## src/rtl/evt_tagger_pkg.sv

```systemverilog
package evt_tagger_pkg;

  localparam int CHAR_W = 7;
  localparam logic [CHAR_W-1:0] CH_SPACE   = 7'h20;
  localparam logic [CHAR_W-1:0] CH_NEWLINE = 7'h0A;

  typedef enum logic [1:0] {
    TX_IDLE,
    TX_START,
    TX_DATA,
    TX_STOP
  } tx_state_e;

  // Maps a nibble to its uppercase hex text code.
  function automatic logic [CHAR_W-1:0] hex_char(input logic [3:0] nib);
    logic [CHAR_W-1:0] wide;
    wide = {3'b000, nib};
    return (nib < 4'd10) ? wide + 7'h30 : wide + 7'h37;
  endfunction

endpackage

```

## src/rtl/evt_ts_counter.sv

```systemverilog
module evt_ts_counter #(
  parameter int TS_W = 48
) (
  input  logic            clk,
  input  logic            rst,
  output logic [TS_W-1:0] ts
);

  always_ff @(posedge clk) begin
    if (rst) ts <= '0;
    else     ts <= ts + 1'b1;
  end

endmodule

```

## src/rtl/evt_sync_edge.sv

```systemverilog
module evt_sync_edge #(
  parameter int W      = 8,
  parameter int STAGES = 2
) (
  input  logic         clk,
  input  logic         rst,
  input  logic [W-1:0] pins_in,
  output logic [W-1:0] pins_sync,
  output logic         rise_any
);

  logic [W-1:0] prev_q;

  for (genvar i = 0; i < W; i++) begin : g_pin
    logic [STAGES-1:0] chain_q;
    always_ff @(posedge clk) begin
      if (rst) chain_q <= '0;
      else     chain_q <= {chain_q[STAGES-2:0], pins_in[i]};
    end
    assign pins_sync[i] = chain_q[STAGES-1];
  end

  always_ff @(posedge clk) begin
    if (rst) prev_q <= '0;
    else     prev_q <= pins_sync;
  end

  assign rise_any = |(pins_sync & ~prev_q);

endmodule

```

## src/rtl/evt_msg_seq.sv

```systemverilog
module evt_msg_seq
  import evt_tagger_pkg::*;
#(
  parameter int TS_W = 48,
  parameter int ST_W = 8
) (
  input  logic              clk,
  input  logic              rst,
  input  logic              start,
  input  logic [TS_W-1:0]   ts_in,
  input  logic [ST_W-1:0]   st_in,
  input  logic              ch_ready,
  output logic              ch_valid,
  output logic [CHAR_W-1:0] ch_data,
  output logic              active
);

  localparam int TS_DIG  = (TS_W + 3) / 4;
  localparam int ST_DIG  = (ST_W + 3) / 4;
  localparam int NDIG    = TS_DIG + ST_DIG;
  localparam int MSG_LEN = NDIG + 2;
  localparam int IW      = $clog2(MSG_LEN);

  logic [NDIG*4-1:0] rec_q;
  logic [IW-1:0]     idx_q;
  logic              act_q;

  always_ff @(posedge clk) begin
    if (rst) begin
      rec_q <= '0;
      idx_q <= '0;
      act_q <= 1'b0;
    end else if (!act_q) begin
      if (start) begin
        rec_q <= {(TS_DIG*4)'(ts_in), (ST_DIG*4)'(st_in)};
        idx_q <= '0;
        act_q <= 1'b1;
      end
    end else if (ch_ready) begin
      if (idx_q == IW'(MSG_LEN - 1)) act_q <= 1'b0;
      else                           idx_q <= idx_q + 1'b1;
    end
  end

  always_comb begin
    int pos;
    int dig;
    logic [3:0] nib;
    pos = int'(idx_q);
    dig = (pos < TS_DIG) ? pos : pos - 1;
    if (dig > NDIG - 1) dig = NDIG - 1;
    nib = 4'(rec_q >> (4 * (NDIG - 1 - dig)));
    if (pos == TS_DIG)            ch_data = CH_SPACE;
    else if (pos == MSG_LEN - 1)  ch_data = CH_NEWLINE;
    else                          ch_data = hex_char(nib);
  end

  assign ch_valid = act_q;
  assign active   = act_q;

endmodule

```

## src/rtl/evt_uart7_tx.sv

```systemverilog
module evt_uart7_tx
  import evt_tagger_pkg::*;
#(
  parameter int BIT_CYCLES = 868
) (
  input  logic              clk,
  input  logic              rst,
  input  logic              ch_valid,
  input  logic [CHAR_W-1:0] ch_data,
  output logic              ch_ready,
  output logic              tx,
  output logic              active
);

  localparam int CW = $clog2(BIT_CYCLES);
  localparam int BW = $clog2(CHAR_W);

  tx_state_e         state_q;
  logic [CW-1:0]     tmr_q;
  logic [BW-1:0]     bit_q;
  logic [CHAR_W-1:0] sh_q;
  logic              tx_q;
  logic              done;

  assign done     = (tmr_q == CW'(BIT_CYCLES - 1));
  assign ch_ready = (state_q == TX_IDLE) || (state_q == TX_STOP && done);

  always_ff @(posedge clk) begin
    if (rst) begin
      state_q <= TX_IDLE;
      tmr_q   <= '0;
      bit_q   <= '0;
      sh_q    <= '0;
      tx_q    <= 1'b1;
    end else begin
      case (state_q)
        TX_IDLE: begin
          tmr_q <= '0;
          if (ch_valid) begin
            sh_q    <= ch_data;
            tx_q    <= 1'b0;
            state_q <= TX_START;
          end
        end
        TX_START: begin
          if (done) begin
            tmr_q   <= '0;
            tx_q    <= sh_q[0];
            sh_q    <= sh_q >> 1;
            bit_q   <= '0;
            state_q <= TX_DATA;
          end else begin
            tmr_q <= tmr_q + 1'b1;
          end
        end
        TX_DATA: begin
          if (done) begin
            tmr_q <= '0;
            if (bit_q == BW'(CHAR_W - 1)) begin
              tx_q    <= 1'b1;
              state_q <= TX_STOP;
            end else begin
              tx_q  <= sh_q[0];
              sh_q  <= sh_q >> 1;
              bit_q <= bit_q + 1'b1;
            end
          end else begin
            tmr_q <= tmr_q + 1'b1;
          end
        end
        TX_STOP: begin
          if (done) begin
            tmr_q <= '0;
            if (ch_valid) begin
              sh_q    <= ch_data;
              tx_q    <= 1'b0;
              state_q <= TX_START;
            end else begin
              state_q <= TX_IDLE;
            end
          end else begin
            tmr_q <= tmr_q + 1'b1;
          end
        end
        default: state_q <= TX_IDLE;
      endcase
    end
  end

  assign tx     = tx_q;
  assign active = (state_q != TX_IDLE);

endmodule

```

## src/rtl/evt_tagger.sv

```systemverilog
module evt_tagger
  import evt_tagger_pkg::*;
#(
  parameter int TS_W        = 48,
  parameter int NPINS       = 8,
  parameter int SYNC_STAGES = 2,
  parameter int BIT_CYCLES  = 868,
  parameter int DROP_W      = 8
) (
  input  logic              clk,
  input  logic              rst,
  input  logic [NPINS-1:0]  evt_pins,
  output logic              tx,
  output logic              busy,
  output logic [DROP_W-1:0] drop_cnt
);

  localparam logic [DROP_W-1:0] DROP_MAX = '1;

  logic [TS_W-1:0]   ts;
  logic [NPINS-1:0]  pins_sync;
  logic              rise_any;
  logic              seq_active;
  logic              uart_active;
  logic              ch_valid;
  logic              ch_ready;
  logic [CHAR_W-1:0] ch_data;
  logic              busy_int;
  logic              start;
  logic [DROP_W-1:0] drop_q;

  evt_ts_counter #(.TS_W(TS_W)) u_ts (
    .clk (clk),
    .rst (rst),
    .ts  (ts)
  );

  evt_sync_edge #(.W(NPINS), .STAGES(SYNC_STAGES)) u_sync (
    .clk       (clk),
    .rst       (rst),
    .pins_in   (evt_pins),
    .pins_sync (pins_sync),
    .rise_any  (rise_any)
  );

  assign busy_int = seq_active | uart_active;
  assign start    = rise_any & ~busy_int;

  evt_msg_seq #(.TS_W(TS_W), .ST_W(NPINS)) u_seq (
    .clk      (clk),
    .rst      (rst),
    .start    (start),
    .ts_in    (ts),
    .st_in    (pins_sync),
    .ch_ready (ch_ready),
    .ch_valid (ch_valid),
    .ch_data  (ch_data),
    .active   (seq_active)
  );

  evt_uart7_tx #(.BIT_CYCLES(BIT_CYCLES)) u_uart (
    .clk      (clk),
    .rst      (rst),
    .ch_valid (ch_valid),
    .ch_data  (ch_data),
    .ch_ready (ch_ready),
    .tx       (tx),
    .active   (uart_active)
  );

  always_ff @(posedge clk) begin
    if (rst)                                        drop_q <= '0;
    else if (rise_any && busy_int && drop_q != DROP_MAX) drop_q <= drop_q + 1'b1;
  end

  assign busy     = busy_int;
  assign drop_cnt = drop_q;

endmodule

```

## config.mk

```make
export PLATFORM = sky130hd
export DESIGN_NAME = evt_tagger
export DESIGN_NICKNAME = d
export VERILOG_FILES = /design/src/rtl/evt_tagger_pkg.sv /design/src/rtl/evt_ts_counter.sv /design/src/rtl/evt_sync_edge.sv /design/src/rtl/evt_msg_seq.sv /design/src/rtl/evt_uart7_tx.sv /design/src/rtl/evt_tagger.sv
export SDC_FILE = /design/constraint.sdc
export NUM_CORES = 1
export LEC_CHECK = 0
export CAP_MARGIN = 20
export CELL_PAD_IN_SITES_DETAIL_PLACEMENT = 0
export CELL_PAD_IN_SITES_GLOBAL_PLACEMENT = 1
export CORE_ASPECT_RATIO = 0.8
export CORE_UTILIZATION = 43
export DETAILED_ROUTE_END_ITERATION = 6
export PLACE_DENSITY_LB_ADDON = 0.1
export SKIP_CTS_REPAIR_TIMING = 1
export SLEW_MARGIN = 30
export SYNTH_ARGS = -nofsm -noshare
export SYNTH_HDL_FRONTEND = slang
export SYNTH_SLANG_ARGS = --single-unit
```

## constraint.sdc

```tcl
create_clock -name clk -period 3.9 [get_ports clk]
set_clock_uncertainty 0.2 [all_clocks]
set_input_delay 0.39 -clock clk [delete_from_list [all_inputs] [get_ports clk]]
set_output_delay 0.39 -clock clk [all_outputs]
set_load 0.01 [all_outputs]
```

Word-level counts from Yosys, hierarchy flattened
Cells that the tools add are included.
{"block": "totals", "register_bits": 164, "elab_cells": 109}
{"block": "classes", "add_sub_neg": 9, "n_lt_le_gt_ge": 3, "eq_ne": 17, "shift": 1, "muxes": 38, "n_bitwise": 6, "reduce_logical": 16}
{"operator": "$mux 7", "count": 8}
{"operator": "$shr 56x32->4", "count": 1}
{"operator": "$add 48x1->48 const B", "count": 1}
{"operator": "$gt 32x5->1 const B", "count": 1}
{"operator": "$mux 32", "count": 1}
{"operator": "$mux 30", "count": 1}
{"operator": "$sub 5x30->30 const A", "count": 1}
{"operator": "$pmux 7 s4", "count": 1}
{"operator": "$pmux 10 s2", "count": 1}
{"operator": "$mux 4", "count": 4}
{"operator": "$add 4x6->7 const B", "count": 2}
{"operator": "$add 10x1->10 const B", "count": 1}
{"operator": "$eq 10x10->1 const B", "count": 1}
{"operator": "$mux 1", "count": 10}
{"operator": "$mux 10", "count": 1}
{"operator": "$mux 2", "count": 5}
{"operator": "$mux 3", "count": 3}
{"operator": "$add 8x1->8 const B", "count": 1}
{"operator": "$and 8x8->8", "count": 1}
{"operator": "$lt 4x4->1 const B", "count": 2}
{"operator": "$ne 2x1->1 const B", "count": 4}
{"operator": "$ne 2x2->1 const B", "count": 4}
{"operator": "$ne 8x8->1 const B", "count": 1}
{"operator": "$not 8->8", "count": 1}
{"operator": "25 further kinds", "count": 33}

Depth between registers and ports, before layout
{"block": "logic_depth", "depth_word": 13, "ltp_mapped": 19}

Modules after synthesis
Synthesis repeated with hierarchy kept, for this count alone.
{"block": "hier_totals", "hier_cells": 916, "area_unflattened_um2": 7766.2}
{"mod": "evt_msg_seq", "n_inst": 1, "cells_per_inst": 418, "area_each_um2": 3235.6, "seq_area_each_um2": 1221.2}
{"mod": "evt_ts_counter", "n_inst": 1, "cells_per_inst": 243, "area_each_um2": 2153.3, "seq_area_each_um2": 960.9}
{"mod": "evt_uart7_tx", "n_inst": 1, "cells_per_inst": 134, "area_each_um2": 1224.9, "seq_area_each_um2": 460.4}
{"mod": "evt_sync_edge", "n_inst": 1, "cells_per_inst": 71, "area_each_um2": 740.7, "seq_area_each_um2": 480.5}
{"mod": "evt_tagger", "n_inst": 1, "cells_per_inst": 50, "area_each_um2": 411.6, "seq_area_each_um2": 160.2}

Worst setup path after synthesis
OpenSTA, ideal clock, no wires.
{"block": "synth_timing", "path_type": "reg2reg", "from": "register u_seq.idx_q[0]", "to": "register u_uart.sh_q[1]", "t_arrival_ps": 3696, "slack_ps": -75, "path_stages_with_launch": 19, "n_path_buf": 2, "cell_sequence": "dfxtp_1 -> buf_2 -> inv_1 -> ha_1 -> nand4b_1 -> and2_4 -> inv_2 -> buf_4 -> ha_1 -> and2_1 -> ha_1 -> nor4bb_1 -> nand4_1 -> a41o_1 -> a21oi_2 -> inv_1 -> ha_1 -> a311o_1 -> a211oi_2"}
{"block": "synth_via", "elab_chain_len": 13}
{"element": "start, declared", "line_no": "evt_msg_seq.sv:25", "text": "logic [IW-1:0] idx_q;"}
{"element": "start signal, assigned", "line_no": "evt_msg_seq.sv:41", "text": "else idx_q <= idx_q + 1'b1;"}
{"element": "$sub 4x1->5 or $lt 4x4->1 (tied branches)", "line_no": "evt_msg_seq.sv:50", "text": "dig = (pos < TS_DIG) ? pos : pos - 1;"}
{"element": "$mux 32", "line_no": "evt_msg_seq.sv:50"}
{"element": "$gt 32x5->1", "line_no": "evt_msg_seq.sv:51", "text": "if (dig > NDIG - 1) dig = NDIG - 1;"}
{"element": "$mux 30", "line_no": "evt_msg_seq.sv:51"}
{"element": "$sub 5x30->30", "line_no": "evt_msg_seq.sv:52", "text": "nib = 4'(rec_q >> (4 * (NDIG - 1 - dig)));"}
{"element": "$shr 56x32->4", "line_no": "evt_msg_seq.sv:52"}
{"element": "$add 4x6->7 or $lt 4x4->1 (tied branches)", "line_no": "evt_tagger_pkg.sv:18", "text": "return (nib < 4'd10) ? wide + 7'h30 : wide + 7'h37;"}
{"element": "$mux 7", "line_no": "evt_tagger_pkg.sv:18"}
{"element": "$mux 7", "line_no": "evt_msg_seq.sv:54", "text": "else if (pos == MSG_LEN - 1) ch_data = CH_NEWLINE;"}
{"element": "$mux 7 *", "line_no": "evt_msg_seq.sv:53", "text": "if (pos == TS_DIG) ch_data = CH_SPACE;"}
{"element": "$mux 7 *", "line_no": "evt_uart7_tx.sv:39, evt_uart7_tx.sv:74"}
{"element": "$mux 7", "line_no": "evt_uart7_tx.sv:72", "text": "if (done) begin"}
{"element": "$pmux 7 s4 *", "line_no": "evt_uart7_tx.sv:36", "text": "case (state_q)"}
{"element": "end signal, assigned", "line_no": "evt_uart7_tx.sv:40", "text": "sh_q <= ch_data;"}
{"element": "end signal, assigned", "line_no": "evt_uart7_tx.sv:49", "text": "sh_q <= sh_q >> 1;"}
{"element": "end signal, assigned", "line_no": "evt_uart7_tx.sv:75", "text": "sh_q <= ch_data;"}
{"element": "end, declared", "line_no": "evt_uart7_tx.sv:21", "text": "logic [CHAR_W-1:0] sh_q;"}
Every way passes the cells marked *; elsewhere a longest branch is shown, timed or not. The select of a mux whose other input is x is not followed.
A chain may end at the register's enable or synchronous reset.

Worst setup path in the final report
{"block": "layout_timing", "from": "register u_seq.idx_q[1]", "to": "register u_uart.sh_q[1]"}
Same word-level chain as after synthesis.

==> flow_summary.toml <==
[timing]
slew_violations = 0
setup_tns_ns = 0
max_freq_ghz = 0.273
min_period_ns = 3.66
tightest_slew_ns = 0.840
setup_violations = 0
maxSlewHeadroom_pct = 43.5
min_period_over_period_pct = 94.0
finalHoldViolCount = 0

[detailed_routing]
drt-vias-per-instance = 5.32
vias = 5835
dr.pass1.iters = 6
wl_per_cell_microns = 14.4
ant_nets = 0
remaining_drc_errors = 0
drtIter0Drc = 319
wirelength_microns = 15800

[yosys]
synth_compound_area_share_pct = 13.8
synth_top_family_by_area = "simple AND/OR/NAND/NOR gates"
ys_top_cells_by_area = "dfxtp_1 45%, nand2_1 6.8%, a21oi_1 5.3%, xor2_1 4.8%, nor2_1 4.7%"
synth-seq-cells = 164
synth_edf_count = 0
ys_warn_count = 0
synth_mux_area_share_pct = 2.29
synthSimpleGateAreaFrac_pct = 24.9
synth_top_cell_area_share_pct = 44.9
yosysUniqueCellTypes = 73
synth_area_leader_cell = "dfxtp_1"
ys_seq_area_share_pct = 44.9
synth_cells = 847
synthFlopType = "dfxtp_1"
synthArstFlopShare_pct = 0
syn_area_sq_um = 7310
synth_fa_ha_area_share_pct = 3.25
postSynthAreaPerCell_sq_um = 8.64
synth_xor_xnor_area_share_pct = 6.71

[clocking]
path_clk_slew_ns = 0.07
h-tree-depth = 4
cts_tree = "built"
clock-sinks = 164
cts_buffers = 17
cts_root_buffer = "clkbuf_16"
clockBufferDepth = 2
clk_latency_ns = 0.43

[critical_path]
start_kind = "register"
reg2reg_slack_ns = 0.24
worstPathMaxFanout = 6
critical_path_arrival_ns = 3.81
ff2ff_path_depth = 16
required_ns = 4.04
cp-end-kind = "register"
path_class = "register to register"
r2r_start = "u_seq.idx_q[1]"
r2r_end = "u_uart.sh_q[1]"

[global_route]
grt_pass1_vias = 5523
gr-total-overflow = 0
track_usage_pct = 19.4
grt_pass1_wl_microns = 27300
grt_max_degree = 74
antenna_found_initial = 0

[power_and_ir_drop]
p_total_w = 0.00449
vdd_drop_max_uv = 264
p_per_area_nw_per_um2 = 534
cellLeakagePower_nw = 3.07

[layout]
nFillCells = 1617
syn_to_final_growth_pct = 14.7
finish.utilization_pct = 50.5
stdcell_count = 1097
drive_gt1_share_pct = 8.55
nNetsFinal = 893
diodes = 0

[placement]
place_hpwl_microns = 11200
place_congestion = 0.877
place_inst = 1061
port-buffer-count = 19

[floorplan]
die_w_microns = 148
num_io_pins = 20
die_h_microns = 119
fp.coreArea_sq_um = 16600
num_rows = 42
start_util_pct = 44.0
dieArea_sq_um = 17500

[worst_hold_path]
min_from = "rst"
whs_path_depth = 2
hp-class = "primary input to register"
worstHoldEndpoint = "u_uart.bit_q[0]"

[run]
cap_violations = 0

[outcome]
status = "completed"
## worst max path at each step
stage	startpoint	end	slack, ns	depth (start not counted)
floorplan	u_seq.idx_q[0]	u_uart.sh_q[1]	0.03	18
global placement	u_seq.idx_q[1]	u_uart.sh_q[4]	0.18	17
detailed placement	u_seq.idx_q[1]	u_uart.sh_q[1]	0.08	16
CTS	u_seq.idx_q[1]	u_uart.sh_q[1]	0.07	16
global route	u_seq.idx_q[1]	u_uart.sh_q[4]	-0.01	17
finish	u_seq.idx_q[1]	u_uart.sh_q[1]	0.24	16
## through the flow
step                      hold slack [ns]  setup slack, ns  area (sq um)
after CTS                           0.207           0.0662          8330
after global placement              0.217            0.183          7720
final                               0.211            0.235          8390
after global routing                0.216          -0.0102          8390
after detailed placement            0.224           0.0830          7720
after floorplan                     0.214           0.0310          7350
## final cells by class
| class | count | area [sq um] | share of cell area (%) |
|---|---|---|---|
| timing repair buffer | 37 | 335 | 4.00 |
| clock buffer | 18 | 429 | 5.11 |
| sequential | 164 | 3290 | 39.2 |
| clock inverter | 14 | 181 | 2.16 |
| tap | 220 | 275 | 3.28 |
| inverter | 23 | 86.3 | 1.03 |
| multi-input combinational | 621 | 3800 | 45.3 |
## Yosys cell counts, drive strengths merged, types with 4 or more instances
| library cell | number |
|---|---|
| nand3 | 29 |
| and4 | 8 |
| mux4 | 5 |
| xnor2 | 16 |
| clkbuf | 28 |
| mux2i | 4 |
| nor2b | 20 |
| a211o | 5 |
| inv | 23 |
| nor4 | 6 |
| nand2 | 134 |
| a211oi | 5 |
| nand4 | 17 |
| o22ai | 5 |
| and3 | 13 |
| dfxtp | 164 |
| or3 | 14 |
| o22a | 8 |
| a21oi | 79 |
| o21ai | 28 |
| xor2 | 40 |
| and2 | 10 |
| buf | 15 |
| nor3 | 18 |
| ha | 19 |
| nor2 | 93 |
## where the power goes
group	switching (W)	leakage (nW)	total (W)	internal [W]
Clock	0.000745	0.297	0.00172	0.000979
Sequential	0.0000716	1.33	0.00185	0.00177
Combinational	0.000597	1.44	0.000916	0.000319
Total	0.00141	3.07	0.00449	0.00307
## state kept, by name, summed over array words and instances, names as in the netlist, 2 cells and up
register,flops
drop_cnt,8
u_seq.idx_q,4
u_seq.rec_q,56
u_sync.g_pin.chain_q,16
u_sync.prev_q,8
u_ts.ts,48
u_uart.bit_q,3
u_uart.sh_q,7
u_uart.state_q,2
u_uart.tmr_q,10
## layer usage
layer | vias to the layer above | routed length, microns | part of all wire (%) | GRT usage [%]
met5 | - | 0 | 0 | 0
met4 | 0 | 108 | 0.68 | 5.28
met3 | 9 | 605 | 3.8 | 4.83
met2 | 81 | 7010 | 44 | 29.0
met1 | 2777 | 8120 | 51 | 27.6
li1 | 2968 | - | - | -
## cells by family (layout without fill, tap and decap cells)
family / Yosys count / count (layout)
muxes: 9 / 9
other: 2 / 6
xor gates and xnor gates: 56 / 56
adders and majority gates: 19 / 19
AOI/OAI and AO/OA: 157 / 157
and+or+nand+nor: 374 / 374
DFF: 164 / 164
buffers and inverters: 66 / 92
## cell usage in the layout (no fill, tap or decap), types with 13 or more instances in the layout
cell	Yosys	final
nor3_1	18	18
nor2_1	92	91
clkdlybuf4s50_1	0	18
nor2b_1	20	20
buf_4	2	18
dfxtp_1	164	163
xor2_1	40	40
xnor2_1	16	16
nand3_1	29	29
ha_1	19	18
and3_1	13	13
clkbuf_16	0	17
o21ai_0	26	26
or3_1	14	14
inv_1	22	22
nand4_1	16	16
nand2_1	133	133
a21oi_1	77	77
## worst max-delay path, stage by stage (launching register included)
cell	delay [ns]
dfxtp_4	0.36
inv_1	0.09
ha_4	0.31
nand4b_1	0.15
and2_4	0.19
inv_2	0.04
ha_1	0.19
and2_1	0.16
ha_1	0.20
nor4bb_4	0.27
nand4_1	0.20
a41o_1	0.28
a21oi_4	0.16
inv_1	0.06
ha_1	0.28
a311o_1	0.28
a211oi_2	0.18
Power figures use the tool's default switching activity.
